## config.mk

```make
export PLATFORM = sky130hd
export DESIGN_NAME = chain_xlat
export DESIGN_NICKNAME = d
export VERILOG_FILES = /design/src/rtl/chain_xlat_pkg.sv /design/src/rtl/chain_xlat_regs.sv /design/src/rtl/chain_xlat_walker.sv /design/src/rtl/chain_xlat.sv
export SDC_FILE = /design/constraint.sdc
export NUM_CORES = 1
export LEC_CHECK = 0
export CORE_MARGIN = 2
export CORE_UTILIZATION = 45
export DETAILED_ROUTE_END_ITERATION = 6
export PLACE_DENSITY = 0.77
export SLEW_MARGIN = 10
export SYNTH_ARGS = -nofsm -noshare
export SYNTH_HDL_FRONTEND = slang
export SYNTH_SLANG_ARGS = --single-unit
```

## constraint.sdc

```tcl
create_clock -name clk -period 14.9 [get_ports clk]
set_input_delay 1.49 -clock clk [delete_from_list [all_inputs] [get_ports clk]]
set_output_delay 1.49 -clock clk [all_outputs]
set_load 0.005 [all_outputs]
```

## src/rtl/chain_xlat_pkg.sv

```systemverilog
// Shared constants and types for the linked table translator.
// Assumes 4 KB table pages of 64-bit entries and 1 MB per table.
package chain_xlat_pkg;
    localparam int PAGE_SHIFT  = 12;
    localparam int TABLE_SHIFT = 20;
    localparam int ENTRY_SHIFT = 3;
    localparam int SLOT_W      = PAGE_SHIFT - ENTRY_SHIFT;
    localparam int IDX_W       = TABLE_SHIFT - PAGE_SHIFT;
    localparam logic [SLOT_W-1:0] SLOT_BACK = SLOT_W'(510);
    localparam logic [SLOT_W-1:0] SLOT_FWD  = SLOT_W'(511);

    typedef enum logic [2:0] {
        W_IDLE, W_STEP, W_LINK, W_ENTRY, W_RESP
    } walk_st_t;

    typedef enum logic [1:0] {
        SEL_TBASE = 2'd0, SEL_IBASE = 2'd1, SEL_MODE = 2'd2, SEL_CTRL = 2'd3
    } cfg_sel_t;
endpackage

```

## src/rtl/chain_xlat_regs.sv

```systemverilog
// Register set: table base, input base, mode, enable and ready status.
// Assumes the bases are page/table aligned; low bits are dropped on write.
// Base and mode writes are ignored while enable is set.
module chain_xlat_regs
    import chain_xlat_pkg::*;
#(
    parameter int ADDR_W = 40
) (
    input  logic              clk,
    input  logic              rst_n,
    input  logic              cfg_we,
    input  logic [1:0]        cfg_addr,
    input  logic [ADDR_W-1:0] cfg_wdata,
    input  logic              walk_idle,
    output logic [ADDR_W-1:0] cfg_rdata,
    output logic [ADDR_W-1:0] tbase,
    output logic [ADDR_W-1:0] ibase,
    output logic              xlat_mode,
    output logic              enable
);
    cfg_sel_t sel;
    assign sel = cfg_sel_t'(cfg_addr);

    // Register writes, with base and mode frozen while enabled.
    always_ff @(posedge clk) begin
        if (!rst_n) begin
            tbase     <= '0;
            ibase     <= '0;
            xlat_mode <= 1'b0;
            enable    <= 1'b0;
        end else if (cfg_we) begin
            case (sel)
                SEL_TBASE: if (!enable) tbase <= {cfg_wdata[ADDR_W-1:PAGE_SHIFT], {PAGE_SHIFT{1'b0}}};
                SEL_IBASE: if (!enable) ibase <= {cfg_wdata[ADDR_W-1:TABLE_SHIFT], {TABLE_SHIFT{1'b0}}};
                SEL_MODE:  if (!enable) xlat_mode <= cfg_wdata[0];
                default:   enable <= cfg_wdata[0];
            endcase
        end
    end

    // Read multiplexer for the selected register.
    always_comb begin
        case (sel)
            SEL_TBASE: cfg_rdata = tbase;
            SEL_IBASE: cfg_rdata = ibase;
            SEL_MODE:  cfg_rdata = {{(ADDR_W-1){1'b0}}, xlat_mode};
            default:   cfg_rdata = {{(ADDR_W-2){1'b0}}, walk_idle, enable};
        endcase
    end

    logic unused_wbits;
    assign unused_wbits = ^cfg_wdata[PAGE_SHIFT-1:1];

    AST_CFG_FROZEN: assert property (@(posedge clk) disable iff (!rst_n)
        (enable && $past(enable)) |-> ($stable(tbase) && $stable(ibase) && $stable(xlat_mode)));
endmodule

```

## src/rtl/chain_xlat_walker.sv

```systemverilog
// Table walker: accepts one request at a time, follows prev/next links
// from the cached current table to the target table, reads the data entry
// and returns the translated address or a fault.
// Assumes memory answers each one-cycle read with one mem_rvalid pulse.
module chain_xlat_walker
    import chain_xlat_pkg::*;
#(
    parameter int ADDR_W = 40
) (
    input  logic              clk,
    input  logic              rst_n,
    input  logic              enable,
    input  logic              xlat_mode,
    input  logic [ADDR_W-1:0] tbase,
    input  logic [ADDR_W-1:0] ibase,
    input  logic              req_valid,
    input  logic [ADDR_W-1:0] req_addr,
    output logic              req_ready,
    output logic              rsp_valid,
    output logic [ADDR_W-1:0] rsp_addr,
    output logic              rsp_fault,
    output logic              mem_req,
    output logic [ADDR_W-1:0] mem_addr,
    input  logic              mem_rvalid,
    input  logic [63:0]       mem_rdata,
    output logic              idle
);
    localparam int TN_W = ADDR_W - TABLE_SHIFT;
    localparam int PG_W = ADDR_W - PAGE_SHIFT;

    walk_st_t              state;
    logic [PG_W-1:0]       cur_pg;
    logic [TN_W-1:0]       cur_tn;
    logic [TN_W-1:0]       tgt_tn;
    logic [IDX_W-1:0]      idx;
    logic [PAGE_SHIFT-1:0] pofs;
    logic [ADDR_W-1:0]     res_addr;
    logic                  res_fault;
    logic [ADDR_W-1:0]     offset;
    logic                  below;
    logic                  accept;
    logic [SLOT_W-1:0]     slot;

    assign offset    = req_addr - ibase;
    assign below     = req_addr < ibase;
    assign idle      = (state == W_IDLE);
    assign req_ready = enable && idle;
    assign accept    = req_valid && req_ready;
    assign rsp_valid = (state == W_RESP);
    assign rsp_addr  = res_addr;
    assign rsp_fault = res_fault;
    assign mem_req   = (state == W_STEP);

    // Slot to read: data entry at the target, else the link toward it.
    always_comb begin
        if (tgt_tn == cur_tn)     slot = {1'b0, idx};
        else if (tgt_tn > cur_tn) slot = SLOT_FWD;
        else                      slot = SLOT_BACK;
    end
    assign mem_addr = {cur_pg, slot, {ENTRY_SHIFT{1'b0}}};

    // Walk sequencer and current-table cache.
    always_ff @(posedge clk) begin
        if (!rst_n) begin
            state     <= W_IDLE;
            cur_pg    <= '0;
            cur_tn    <= '0;
            tgt_tn    <= '0;
            idx       <= '0;
            pofs      <= '0;
            res_addr  <= '0;
            res_fault <= 1'b0;
        end else begin
            case (state)
                W_IDLE: begin
                    if (!enable) begin
                        cur_pg <= tbase[ADDR_W-1:PAGE_SHIFT];
                        cur_tn <= '0;
                    end else if (req_valid) begin
                        if (!xlat_mode) begin
                            res_addr  <= req_addr;
                            res_fault <= 1'b0;
                            state     <= W_RESP;
                        end else if (below) begin
                            res_addr  <= '0;
                            res_fault <= 1'b1;
                            state     <= W_RESP;
                        end else begin
                            tgt_tn <= offset[ADDR_W-1:TABLE_SHIFT];
                            idx    <= offset[TABLE_SHIFT-1:PAGE_SHIFT];
                            pofs   <= offset[PAGE_SHIFT-1:0];
                            state  <= W_STEP;
                        end
                    end
                end
                W_STEP: state <= (tgt_tn == cur_tn) ? W_ENTRY : W_LINK;
                W_LINK: begin
                    if (mem_rvalid) begin
                        if (!mem_rdata[0]) begin
                            res_addr  <= '0;
                            res_fault <= 1'b1;
                            state     <= W_RESP;
                        end else begin
                            cur_pg <= mem_rdata[ADDR_W-1:PAGE_SHIFT];
                            cur_tn <= (tgt_tn > cur_tn) ? cur_tn + TN_W'(1) : cur_tn - TN_W'(1);
                            state  <= W_STEP;
                        end
                    end
                end
                W_ENTRY: begin
                    if (mem_rvalid) begin
                        res_fault <= !mem_rdata[0];
                        res_addr  <= mem_rdata[0] ? {mem_rdata[ADDR_W-1:PAGE_SHIFT], pofs} : '0;
                        state     <= W_RESP;
                    end
                end
                default: state <= W_IDLE;
            endcase
        end
    end

    logic unused_bits;
    assign unused_bits = ^{mem_rdata[63:ADDR_W], mem_rdata[PAGE_SHIFT-1:1], tbase[PAGE_SHIFT-1:0]};

    AST_PASS_SAME_ADDR: assert property (@(posedge clk) disable iff (!rst_n)
        (accept && !xlat_mode) |=> (rsp_valid && !rsp_fault && rsp_addr == $past(req_addr)));
    AST_BELOW_BASE_FAULT: assert property (@(posedge clk) disable iff (!rst_n)
        (accept && xlat_mode && below) |=> (rsp_valid && rsp_fault && !mem_req));
    AST_LINK_FAULT: assert property (@(posedge clk) disable iff (!rst_n)
        (state == W_LINK && mem_rvalid && !mem_rdata[0]) |=> (rsp_valid && rsp_fault && rsp_addr == '0));
    AST_ONE_HOP: assert property (@(posedge clk) disable iff (!rst_n)
        (state == W_LINK && mem_rvalid && mem_rdata[0]) |=>
            ((cur_tn - $past(cur_tn)) == TN_W'(1) || ($past(cur_tn) - cur_tn) == TN_W'(1)));
    AST_BUSY_AFTER_ACCEPT: assert property (@(posedge clk) disable iff (!rst_n)
        accept |=> !req_ready);
    AST_RSP_PULSE: assert property (@(posedge clk) disable iff (!rst_n)
        rsp_valid |=> !rsp_valid);
endmodule

```

## src/rtl/chain_xlat.sv

```systemverilog
// Top of the linked table translator: register set plus table walker.
// Assumes a memory port that answers each read with one mem_rvalid pulse.
module chain_xlat
    import chain_xlat_pkg::*;
#(
    parameter int ADDR_W = 40
) (
    input  logic              clk,
    input  logic              rst_n,
    input  logic              cfg_we,
    input  logic [1:0]        cfg_addr,
    input  logic [ADDR_W-1:0] cfg_wdata,
    output logic [ADDR_W-1:0] cfg_rdata,
    input  logic              req_valid,
    input  logic [ADDR_W-1:0] req_addr,
    output logic              req_ready,
    output logic              rsp_valid,
    output logic [ADDR_W-1:0] rsp_addr,
    output logic              rsp_fault,
    output logic              mem_req,
    output logic [ADDR_W-1:0] mem_addr,
    input  logic              mem_rvalid,
    input  logic [63:0]       mem_rdata,
    output logic              stat_ready
);
    logic [ADDR_W-1:0] tbase;
    logic [ADDR_W-1:0] ibase;
    logic              xlat_mode;
    logic              enable;
    logic              walk_idle;

    chain_xlat_regs #(.ADDR_W(ADDR_W)) u_regs (
        .clk(clk), .rst_n(rst_n), .cfg_we(cfg_we), .cfg_addr(cfg_addr),
        .cfg_wdata(cfg_wdata), .walk_idle(walk_idle), .cfg_rdata(cfg_rdata),
        .tbase(tbase), .ibase(ibase), .xlat_mode(xlat_mode), .enable(enable)
    );

    chain_xlat_walker #(.ADDR_W(ADDR_W)) u_walk (
        .clk(clk), .rst_n(rst_n), .enable(enable), .xlat_mode(xlat_mode),
        .tbase(tbase), .ibase(ibase), .req_valid(req_valid), .req_addr(req_addr),
        .req_ready(req_ready), .rsp_valid(rsp_valid), .rsp_addr(rsp_addr),
        .rsp_fault(rsp_fault), .mem_req(mem_req), .mem_addr(mem_addr),
        .mem_rvalid(mem_rvalid), .mem_rdata(mem_rdata), .idle(walk_idle)
    );

    assign stat_ready = walk_idle;
endmodule

```

======== Word level (Yosys, flattened, before mapping) ========
Cells that the tools add are included.
word-level totals
  register bits ........................... 182
  bits of input ports ..................... 151
  output and inout port bits .............. 125
  logic and storage cells ................. 88
cells by class
  $add $sub $neg .......................... 3
  magnitude comparators ................... 2
  equal/unequal tests ..................... 15
  mux-type cells .......................... 38
  bitwise gates (word level) .............. 3
  reductions and logical operators ........ 15
operators with widths
  operator                 count
  $mux W40                 8
  $pmux W40 S3             2
  $mux W28                 3
  $mux W20                 4
  $pmux W28 S2             1
  $lt A40 B40 Y1           1
  $pmux W20 S2             1
  $sub A40 B40 Y40         1
  $mux W3                  7
  $add A20 B1 Y20 const B  1
  $eq A20 B20 Y1           1
  $gt A20 B20 Y1           1
  $sub A20 B1 Y20 const B  1
  $ne A2 B2 Y1 const B     7
  $pmux W3 S4              1
  $mux W1                  9
  $mux W9                  1
  $reduce_and A3 Y1        3
  $reduce_and A4 Y1        2
  $reduce_and A7 Y1        1
  $eq A3 B2 Y1 const B     2
  $reduce_and A5 Y1        1
  $eq A3 B1 Y1 const B     1
  $eq A3 B3 Y1 const B     1
  13 further kinds         15

======== Logic depth before layout (Yosys ltp) ========
Gate-level depths: netlist of the first run.
  word-level depth ........................ 6
  depth in mapped cells ................... 17
  depth with buffers taken out ............ 17

======== By module ========
A second synthesis of the first run with hierarchy kept.
unflattened totals
  cells, all modules ...................... 1476
  area, all modules ....................... 11960.2 sq um
by module, submodules not included
  module             times used  cells each  area an instance (sq um)  sequential area each (sq um)
  chain_xlat_walker  1           1178        9301.4                    2642.5
  chain_xlat_regs    1           298         2658.8                    1001.0

======== Worst setup path before layout of the first run ========
Ideal clock, no wire load.
  path type ............................... register to register
  start ................................... register u_walk.cur_tn[7]
  end ..................................... register u_walk.cur_tn[19]
  library setup time ...................... 63 ps
  arrival time ............................ 5301 ps
  data required time ...................... 14837 ps
  slack ................................... 9536 ps
  stages on the path, launching flop included .. 17
  path buffers ............................ 0
  cells stage by stage .................... dfxtp_1 inv_1 ha_1 a21oi_1 o21ai_0 a221oi_1 nor3_1 o31ai_1 ha_1 a211oi_2 o211ai_1 a221o_1 o41ai_2 o21ai_1 or4_1 a311oi_1 nand3b_1
on the way
  longest elaborated chain between the ends .. 5
  elaborated cells on any way between the ends .. 7
  those cells by class .................... 2 x add/sub; 1 x order compare; 4 x mux
ends and longest elaborated chain
  what                                     line                      RTL
  from (decl)                              chain_xlat_walker.sv:33   logic [TN_W-1:0] cur_tn;
  from (signal assigned)                   chain_xlat_walker.sv:105  cur_tn <= (tgt_tn > cur_tn) ? cur_tn + TN_W'(1) : cur_tn - TN_W'(1);
  $sub A20 B1 Y20 (tied with other cells)  chain_xlat_walker.sv:105
  $mux W20 (*)                             chain_xlat_walker.sv:105
  $mux W20 (*)                             chain_xlat_walker.sv:99   if (!mem_rdata[0]) begin
  $mux W20 (*)                             chain_xlat_walker.sv:98   if (mem_rvalid) begin
  $pmux W20 S2 (*)                         chain_xlat_walker.sv:74   case (state)
Every way passes the cells marked *; elsewhere a longest branch is shown, timed or not. The select of a mux whose other input is x is not followed.
A chain may end at the register's enable or synchronous reset.

======== Final worst setup path of the first run ========
  start ................................... register u_walk.cur_tn[10]
  end ..................................... output port mem_addr[3]
on the way
  longest elaborated chain between the ends .. 3
  elaborated cells on any way between the ends .. 4
  those cells by class .................... 1 x order compare; 1 x eq/ne; 2 x mux
ends and longest elaborated chain
  what            line                     RTL
  $gt A20 B20 Y1  chain_xlat_walker.sv:57  else if (tgt_tn > cur_tn) slot = SLOT_FWD;
  $mux W1         chain_xlat_walker.sv:57
  $mux W9 (*)     chain_xlat_walker.sv:56  if (tgt_tn == cur_tn) slot = {1'b0, idx};
  to (decl)       chain_xlat.sv:21         output logic [ADDR_W-1:0] mem_addr,
Every way passes the cells marked *; elsewhere a longest branch is shown, timed or not.

==> metrics.md, run 1 <==
| Metric | Value |
|---|---|
| Total wire length | 30000 um |
| Main synth FF type | dfxtp_1 |
| Leakage | 4.74 nW |
| CP required | 13410 ps |
| Slew HR | 21.7% |
| Synth unique cells | 66 |
| Worst setup SP type | register |
| RSZ-0062 raised after global routing | false |
| Post-synth top area share | 36.9% |
| HP Start | u_walk.idx[4]$_SDFFE_PN0P_ |
| Post-CTS Resized | 0 |
| Largest family of logic cells by synthesized area | compound AO/OA/AOI/OAI gates |
| Cell chain of the critical path | inv_1 > ha_1 > and4_1 > nand2_1 > nor3_1 > nand4_1 > o31ai_4 > o21ai_0 > clkdlybuf4s50_1 |
| TritonRoute pass-1 iters | 6 |
| Vias per Instance | 5.65 |
| CTS tree | done |
| CTS Sinks | 182 |
| Layout overhead on the synthesized area | 29.9% |
| Multiplexer area fraction after synthesis | 5.28% |
| Register area share after synthesis | 36.9% |
| Max-slew violation count | 0 |
| Cell area after layout | 12800 um^2 |
| Synthesized area | 9870 um^2 |
| Arrival @ worst endpoint | 3710 ps |
| XOR/XNOR Fraction of Synth Area | 2.31% |
| Largest net degree at the start of global routing | 67 |
| R2R depth | 16 |
| Wire per inst | 17.7 um |
| Fmax | 192 MHz |
| CTS Hold Buffers Added | 0 |
| I/O pins | 276 |
| #FFs+latches synth | 182 |
| Synth Area per Inst | 8.03 um^2 |
| PortBufs | 216 |
| First DRT Iteration DRCs | 628 |
| HPWL Detailed | 21100 um |
| # Max-Cap Violations | 0 |
| Initial antenna violation count | 0 |
| Kind of critical path | reg2out |
| Hold path depth | 2 |
| Clock Pin Slew Worst Setup and Hold Paths | 70 ps |
| Final worst slack | 9700 ps |
| Slowest stage delay, CP | 590 ps |
| Worst Setup End Kind | output port |
| Synth warn | 0 |
| Routability cong. | 0.854 |
| CTS H-tree depth | 4 |
| Synth area leader | dfxtp_1 |
| Status | completed |
| Most frequent cell after synthesis | nand2_1 |
| FF-to-FF End | u_walk.cur_tn[19]$_SDFFE_PN0P_ |
| EDFF count, synth | 0 |
| Post-route DRC | 0 |
| Post-DP Area | 12200 um^2 |
| Peak supply drop | 74.7 uV |
| Aggregate global-route resource usage | 25.2% |
| Final net count | 1614 |
| Antenna Cells | 0 |
| Synthesized instance count | 1230 |
| R2r setup slk | 9850 ps |
| Post-Synth Simple-Gate Area | 17.1% |
| Die H | 152 um |
| Synth cell count leaders | nand2_1 (197), dfxtp_1 (182), a21oi_1 (165), nor2_1 (85), a211oi_1 (71) |
| CTS buffer count | 17 |
| Clock Tree Buf Depth | 2 |
| Core area | 21700 um^2 |
| Vias in the first global route | 9357 |
| Row count | 54 |
| Clock skew | 14.8 ps |
| Via count | 9572 |
| Die footprint | 23100 um^2 |
| FILL cells | 1935 |
| FFs w/ async S/R, synth | 0% |
| Initial Utilization | 45.5% |
| Post-route ant nets | 0 |
| Hold Vio Cnt, Final | 0 |
| Fin crit share | 34.9% |
| Gr ovfl total | 0 |
| Fin Setup TNS | 0 ps |
| Largest cells by area after synthesis | dfxtp_1 (37%), a21oi_1 (8.4%), ha_1 (7.6%) |
| Worst Tran Pin Value | 1170 ps |
| First-pass GRT wire length | 48000 um |
| Min-delay worst type | reg2reg |
| Min cycle time layout | 5200 ps |
| Hold EP | u_walk.idx[4]$_SDFFE_PN0P_ |
| Setup repair bufs after CTS | 0 |
| Dpl ws | 9860 ps |
| Compound-gate portion of the synthesized area | 24.2% |
| Root cell of the clock tree | clkbuf_16 |
| Adder-Cell Fraction of Synth Area | 8.01% |
| Layout cells sized above 1 | 5.30% |
| Final Setup Violations | 0 |
| RR Startpoint | u_walk.cur_tn[10]$_SDFFE_PN0P_ |
| CP max-delay cell | nand4_1 |
| Die Wd | 152 um |
| Worst-Skew Late Latency | 440 ps |
| Power per Cell Area | 87.0 nW/um^2 |
| Critical path fanouts, max | 25 |
## layout by cell type (no fill, tap or decap), types with 3 or more instances in the layout
| master | instances |
|---|---|
| a21oi_1 | 163 |
| xnor2_1 | 20 |
| o31ai_1 | 5 |
| conb_1 | 13 |
| a21boi_0 | 3 |
| nor2_1 | 84 |
| dfxtp_1 | 182 |
| nand4_1 | 10 |
| mux2i_1 | 51 |
| a211oi_1 | 71 |
| nor3_1 | 14 |
| or3_1 | 5 |
| buf_4 | 14 |
| inv_1 | 56 |
| a311oi_1 | 4 |
| o211ai_1 | 4 |
| nand3_1 | 16 |
| or2_2 | 10 |
| ha_1 | 60 |
| inv_6 | 3 |
| nand2_1 | 197 |
| nand2b_1 | 8 |
| o21a_1 | 10 |
| xor2_1 | 6 |
| inv_8 | 5 |
| a21o_1 | 10 |
| and2_1 | 14 |
| a22oi_1 | 46 |
| clkbuf_16 | 17 |
| nor2b_1 | 7 |
| nand3b_1 | 4 |
| o21ai_0 | 27 |
| a31oi_1 | 3 |
| clkdlybuf4s50_1 | 216 |
## worst max-delay path, delay by kind of cell (launching register included)
kind                       cells  cell delay, ps
and+or+nand+nor                4            1090
DFF                            1             390
AOI/OAI and AO/OA              2             850
adders and majority gates      1             310
buffers and inverters          2             610
## cell type report
class / count / area (um^2) / share of cell area (%)
sequential: 182 / 3640 / 28.4
multi-input combinational: 913 / 5750 / 44.8
timing repair buffer: 230 / 2270 / 17.7
inverter: 57 / 216 / 1.69
clock inverter: 13 / 154 / 1.20
tap: 280 / 350 / 2.73
clock buffer: 19 / 443 / 3.45
## layer usage
| metal | up-vias | share of wire, % | GRT usage [%] |
|---|---|---|---|
| met5 | - | 0 | 0 |
| met4 | 0 | 2.4 | 9.35 |
| met3 | 59 | 5.6 | 4.31 |
| met2 | 324 | 48 | 42.9 |
| met1 | 4515 | 44 | 32.0 |
| li1 | 4674 | - | - |
## power breakdown
| group | internal (W) | leakage [nW] | total, W | switching, W |
|---|---|---|---|---|
| logic | 0.0000732 | 2.97 | 0.000149 | 0.0000755 |
| registers | 0.000497 | 1.47 | 0.000504 | 0.00000740 |
| clock network | 0.000244 | 0.291 | 0.000462 | 0.000217 |
## sequential cells by signal, indices dropped and copies added, names as in the netlist, 3 cells and up
signal	flops
u_walk.cur_pg	28
u_walk.idx	8
u_walk.state	3
u_walk.pofs	12
u_regs.ibase	20
u_walk.rsp_addr	40
u_walk.tgt_tn	20
u_regs.tbase	28
u_walk.cur_tn	20
## worst max-delay path by stage
stage,startpoint,to,slack (ps),cells past startpoint
after floorplan,u_walk.cur_tn[7]$_SDFFE_PN0P_,u_walk.cur_tn[19]$_SDFFE_PN0P_,9540,16
after global placement,cfg_addr[0],cfg_rdata[19],9890,5
after detailed placement,cfg_addr[0],cfg_rdata[16],9860,5
after CTS,u_walk.cur_tn[10]$_SDFFE_PN0P_,mem_addr[3],9680,9
after global routing,u_walk.cur_tn[10]$_SDFFE_PN0P_,mem_addr[3],9430,9
final,u_walk.cur_tn[10]$_SDFFE_PN0P_,mem_addr[3],9700,9
## stage by stage
step | total power, W | util, % | hold slack (ps) | cells
finish | 0.00111 | 59.1 | 450 | 1694
detailed placement | 0.000662 | 56.4 | 441 | 1662
floorplan | 0.000593 | - | 427 | 1242
CTS | 0.00112 | 59.1 | 449 | 1694
global placement | 0.000659 | 56.4 | 434 | 1662
global route | 0.00115 | 59.1 | 476 | 1694
## kinds of logic after synthesis
family | after synthesis
AND/OR/NAND/NOR | 384
AO/OA/AOI/OAI | 376
flip-flops | 182
buffers and inverters | 147
adder cells (fa/ha/maj) | 62
multiplexers | 52
XOR/XNOR | 26
other | 1
No activity file was read; power rests on OpenSTA's default activity.
==> run 2: changes to the inputs <==
==> constraint.sdc (replaced) <==
create_clock -name clk -period 4.97 [get_ports clk]
set_input_delay 0.497 -clock clk [delete_from_list [all_inputs] [get_ports clk]]
set_output_delay 0.497 -clock clk [all_outputs]
set_load 0.005 [all_outputs]
==> run 2 against run 1 <==
  * Wire length shrank 1.2%
  * Clock skew is essentially flat
  * Sequential power grew to 3.0 times the previous value
  * Clock-buffer cell count shrank 1
  * Power grew to 2.9 times the previous value
  * Sequential cell count is the same
  * Cell count grew 0.24%
  * Via count grew 0.19%
  * Global-route usage is essentially flat
  * Sequential share of layout area is essentially flat
==> metrics.md, run 2 (same netlist as run 1, synthesis figures left out) <==
| Metric | Value |
|---|---|
| Min-delay worst type | reg2reg |
| Final Setup Violations | 0 |
| Hold path depth | 2 |
| Root cell of the clock tree | clkbuf_16 |
| Max-slew violation count | 0 |
| Via count | 9590 |
| Power per Cell Area | 256 nW/um^2 |
| Die footprint | 23100 um^2 |
| Row count | 54 |
| Worst-Skew Late Latency | 430 ps |
| Gr ovfl total | 0 |
| First-pass GRT wire length | 47900 um |
| Placed Instances | 1667 |
| Wire per inst | 17.5 um |
| # Max-Cap Violations | 0 |
| Aggregate global-route resource usage | 25.2% |
| Final net count | 1619 |
| Total wire length | 29600 um |
| Status | completed |
| Core area | 21700 um^2 |
| Post-CTS Resized | 0 |
| Largest net degree at the start of global routing | 70 |
| Critical path fanouts, max | 13 |
| CTS buffer count | 17 |
| CTS Hold Buffers Added | 0 |
| Kind of critical path | reg2reg |
| Fin Setup TNS | 0 ps |
| Final Util | 59.2% |
| Setup repair bufs after CTS | 0 |
| HPWL Detailed | 21200 um |
| Clock skew | 14.4 ps |
| RSZ-0062 raised after global routing | false |
| Routability cong. | 0.899 |
| Initial Utilization | 45.5% |
| Hold Vio Cnt, Final | 0 |
| Clock Tree Buf Depth | 2 |
| TritonRoute pass-1 iters | 5 |
| CTS tree | done |
| Worst Setup End Kind | register |
| Min cycle time layout | 4480 ps |
| Layout cells sized above 1 | 5.64% |
| Commonest non-fill, non-tap cell in the layout | clkdlybuf4s50_1 |
| Die Wd | 152 um |
| Clock Pin Slew Worst Setup and Hold Paths | 70 ps |
| Arrival @ worst endpoint | 4850 ps |
| Area of the multi-input gates | 5750 um^2 |
| Max reg flops | 40 |
| Vias per Instance | 5.65 |
| FILL cells | 1851 |
| Worst setup SP type | register |
| CP required | 5340 ps |
| Fmax | 223 MHz |
| CTS H-tree depth | 4 |
| Highest-count cells in the layout ignoring fill and taps | clkdlybuf4s50_1 (216), nand2_1 (197), dfxtp_1 (182), a21oi_1 (163), nor2_1 (84) |
| Worst Tran Pin Value | 1210 ps |
| Fin crit share | 90.2% |
| Vias in the first global route | 9224 |
| Peak supply drop | 239 uV |
| Post-Layout Cell Count | 1698 |
| R2R depth | 17 |
| Die H | 152 um |
| Post-route DRC | 0 |
| Post-route ant nets | 0 |
| I/O pins | 276 |
| PortBufs | 216 |
| First DRT Iteration DRCs | 783 |
| CTS Sinks | 182 |
| Slew HR | 19.2% |
| Leakage | 4.75 nW |
| Antenna Cells | 0 |
| Initial antenna violation count | 0 |
| Layout overhead on the synthesized area | 30.0% |
| Seq. cell area | 3640 um^2 |
==> run 2: cell types whose count changed in the layout (fill, tap and decap cells not counted), sizes merged <==
cell,change
buf,+5
bufinv,-1
clkbuf,-1
clkinv,+1
==> run 2: through the flow <==
stage          total power, W  hold slack, ps  setup slack, ps  area [um^2]
2_1_floorplan         0.00178             427              308         9920
3_3_place_gp          0.00198             434              603        12300
3_5_place_dp          0.00199             439              504        12300
4_1_cts               0.00330             449              489        12800
5_1_grt               0.00341             473             75.3        12800
6_report              0.00329             449              487        12800
==> run 2: final timing paths <==
path | start | to | slack [ps]
max reg2reg | u_walk.cur_tn[7]$_SDFFE_PN0P_ | u_walk.cur_tn[19]$_SDFFE_PN0P_ | 490
min reg2reg | u_walk.idx[2]$_SDFFE_PN0P_ | u_walk.idx[2]$_SDFFE_PN0P_ | 450
min | u_walk.idx[2]$_SDFFE_PN0P_ | u_walk.idx[2]$_SDFFE_PN0P_ | 450
max | u_walk.cur_tn[7]$_SDFFE_PN0P_ | u_walk.cur_tn[19]$_SDFFE_PN0P_ | 490
==> run 2: report_power, final <==
group	switching (W)	internal, W	total (W)	leakage [nW]
sequential	0.0000227	0.00149	0.00151	1.47
combinational	0.000227	0.000221	0.000448	3.00
clock	0.000646	0.000680	0.00133	0.280
total	0.000895	0.00239	0.00329	4.75
==> run 2: per-layer routing <==
metal,GRT usage [%],part of all wire (%),up-vias
met2,42.2,48,311
met5,0,0,-
li1,-,-,4676
met1,32.8,44,4560
met3,4.73,5.9,43
met4,7.92,2.2,0
==> run 2: final cells by class <==
type	count	area share [%]
clock buffers	18	3.42
clock inverters	13	1.03
inverters	57	1.69
multi-input cells	913	44.8
flip-flops and latches	182	28.4
well taps	280	2.73
repair buffers	235	18.0
==> run 2: critical path, stage by stage, from the launching register on <==
cell and delay (ps):
dfxtp_1 360, inv_1 60, ha_1 300, a21oi_1 160, o21ai_0 100, a221oi_1 300
nor3_1 110, o31ai_4 530, buf_4 320, ha_1 300, inv_1 120, a21oi_1 50
a221o_1 390, o41ai_2 280, o21ai_1 180, or4_1 450, a311oi_1 270, nand3b_1 130
==> run 3: changes to the inputs <==
==> constraint.sdc (replaced) <==
create_clock -name clk -period 5.7 [get_ports clk]
set_input_delay 0.57 -clock clk [delete_from_list [all_inputs] [get_ports clk]]
set_output_delay 0.57 -clock clk [all_outputs]
set_load 0.005 [all_outputs]
==> run 3 against run 2 <==
  * Cell count decreased by 0.24%
  * Sequential cell count is the same
  * Global-route usage rose by 0.56 points
  * Critical path depth decreased by 1
  * Power decreased by 12%
  * Critical path type unchanged
  * Sequential share of layout area rose by 0.061 points
  * Combinational power shrank 13%
==> metrics.md, run 3 (same netlist as run 1, synthesis figures left out) <==
| Metric | Value |
|---|---|
| Status | completed |
| HP Start | u_walk.idx[1]$_SDFFE_PN0P_ |
| Die Wd | 152 um |
| Wire per inst | 17.7 um |
| Vias per Instance | 5.68 |
| Worst Setup End Kind | register |
| Power per Cell Area | 225 nW/um^2 |
| Aggregate global-route resource usage | 25.7% |
| Row count | 54 |
| CTS buffer count | 17 |
| Max-slew violation count | 0 |
| CTS H-tree depth | 4 |
| Final net count | 1615 |
| RR Startpoint | u_walk.cur_tn[7]$_SDFFE_PN0P_ |
| Via count | 9621 |
| Gr ovfl total | 0 |
| First-pass GRT wire length | 48800 um |
| R2R depth | 16 |
| FF-to-FF End | u_walk.cur_tn[19]$_SDFFE_PN0P_ |
| Max reg flops | 40 |
| Power, Total | 0.00288 W |
| Post-CTS Resized | 0 |
| TritonRoute pass-1 iters | 5 |
| Dpl ws | 839 ps |
| Antenna Cells | 0 |
| PortBufs | 216 |
| Kind of critical path | reg2reg |
| Worst Tran Pin Value | 1190 ps |
| Hold EP | u_walk.idx[1]$_SDFFE_PN0P_ |
| Post-route DRC | 0 |
| # Max-Cap Violations | 0 |
| Min cycle time layout | 4910 ps |
| Clock Pin Slew Worst Setup and Hold Paths | 70 ps |
| Initial antenna violation count | 0 |
| Critical path fanouts, max | 25 |
| Clock Tree Buf Depth | 2 |
| HPWL Detailed | 20800 um |
| Fin crit share | 86.2% |
| RSZ-0062 raised after global routing | false |
| Hold Vio Cnt, Final | 0 |
| Layout overhead on the synthesized area | 29.7% |
| Peak supply drop | 186 uV |
| Setup repair bufs after CTS | 0 |
| Hold path depth | 2 |
| Core area | 21700 um^2 |
| R2r setup slk | 790 ps |
| Initial Utilization | 45.5% |
| Min-delay worst type | reg2reg |
| Hold_ws | 450 ps |
| Routability cong. | 0.880 |
| CTS Sinks | 182 |
| Worst setup SP type | register |
| Final worst slack | 787 ps |
| Layout cells sized above 1 | 5.30% |
| CTS Hold Buffers Added | 0 |
| Worst-Skew Late Latency | 440 ps |
| Leakage | 4.73 nW |
| Die footprint | 23100 um^2 |
| I/O pins | 276 |
| First DRT Iteration DRCs | 752 |
| Die H | 152 um |
| Largest net degree at the start of global routing | 65 |
| Highest-count cells in the layout ignoring fill and taps | clkdlybuf4s50_1 (216), nand2_1 (197), dfxtp_1 (182), a21oi_1 (163), nor2_1 (84) |
| Clock skew | 12.2 ps |
| CTS tree | done |
| Final Setup Violations | 0 |
| Vias in the first global route | 9368 |
| CP required | 6070 ps |
| Total wire length | 29900 um |
| Commonest non-fill, non-tap cell in the layout | clkdlybuf4s50_1 |
| Fmax | 204 MHz |
| Root cell of the clock tree | clkbuf_16 |
| Arrival @ worst endpoint | 5290 ps |
| Post-route ant nets | 0 |
| Slew HR | 20.2% |
| Fin Setup TNS | 0 ps |
run 3: report_power, final:
part	switching, W	total, W	leakage [nW]	internal (W)
clock	0.000547	0.00118	0.277	0.000628
combinational	0.000198	0.000389	2.98	0.000191
sequential	0.0000199	0.00132	1.47	0.00130
run 3: layer usage:
| metal | vias up | share of wire, % | track usage (%) |
|---|---|---|---|
| met4 | 0 | 3.3 | 10.1 |
| met1 | 4550 | 43 | 33.3 |
| met5 | - | 0 | 0 |
| li1 | 4682 | - | - |
| met3 | 65 | 6.1 | 4.96 |
| met2 | 324 | 47 | 42.4 |
run 3: metrics by stage:
stage	util (%)	cells	instance area, um^2
after detailed placement	56.4	1663	12200
final	59.1	1694	12800
after CTS	59.1	1694	12800
after global placement	56.4	1663	12200
after floorplan	-	1242	9920
after global routing	59.1	1694	12800
run 3: how the worst max path moves through the flow:
stage                                        startpoint                              to
final                     u_walk.cur_tn[7]$_SDFFE_PN0P_  u_walk.cur_tn[19]$_SDFFE_PN0P_
after global routing      u_walk.cur_tn[5]$_SDFFE_PN0P_  u_walk.cur_tn[19]$_SDFFE_PN0P_
after CTS                 u_walk.cur_tn[7]$_SDFFE_PN0P_  u_walk.cur_tn[19]$_SDFFE_PN0P_
after detailed placement  u_walk.cur_tn[7]$_SDFFE_PN0P_  u_walk.cur_tn[19]$_SDFFE_PN0P_
after global placement    u_walk.cur_tn[7]$_SDFFE_PN0P_  u_walk.cur_tn[19]$_SDFFE_PN0P_
after floorplan           u_walk.cur_tn[7]$_SDFFE_PN0P_  u_walk.cur_tn[19]$_SDFFE_PN0P_
run 3: critical path: stages (launching register included):
cell and delay (ps):
dfxtp_1 370, inv_1 60, ha_1 300, a21oi_1 140
o21ai_0 100, a221oi_1 290, nor3_1 120, o31ai_4 890
ha_1 460, a211oi_2 270, o211ai_1 120, a221o_1 360
o41ai_2 350, o21ai_1 200, or4_1 450, a311oi_1 240
nand3b_1 130
run 3: layout make-up:
cell class | count | area [um^2]
fill | 1912 | 8880
multi-input combinational | 913 | 5750
sequential | 182 | 3640
timing repair buffer | 231 | 2270
clock buffer | 19 | 443
tap | 280 | 350
inverter | 57 | 216
clock inverter | 12 | 131
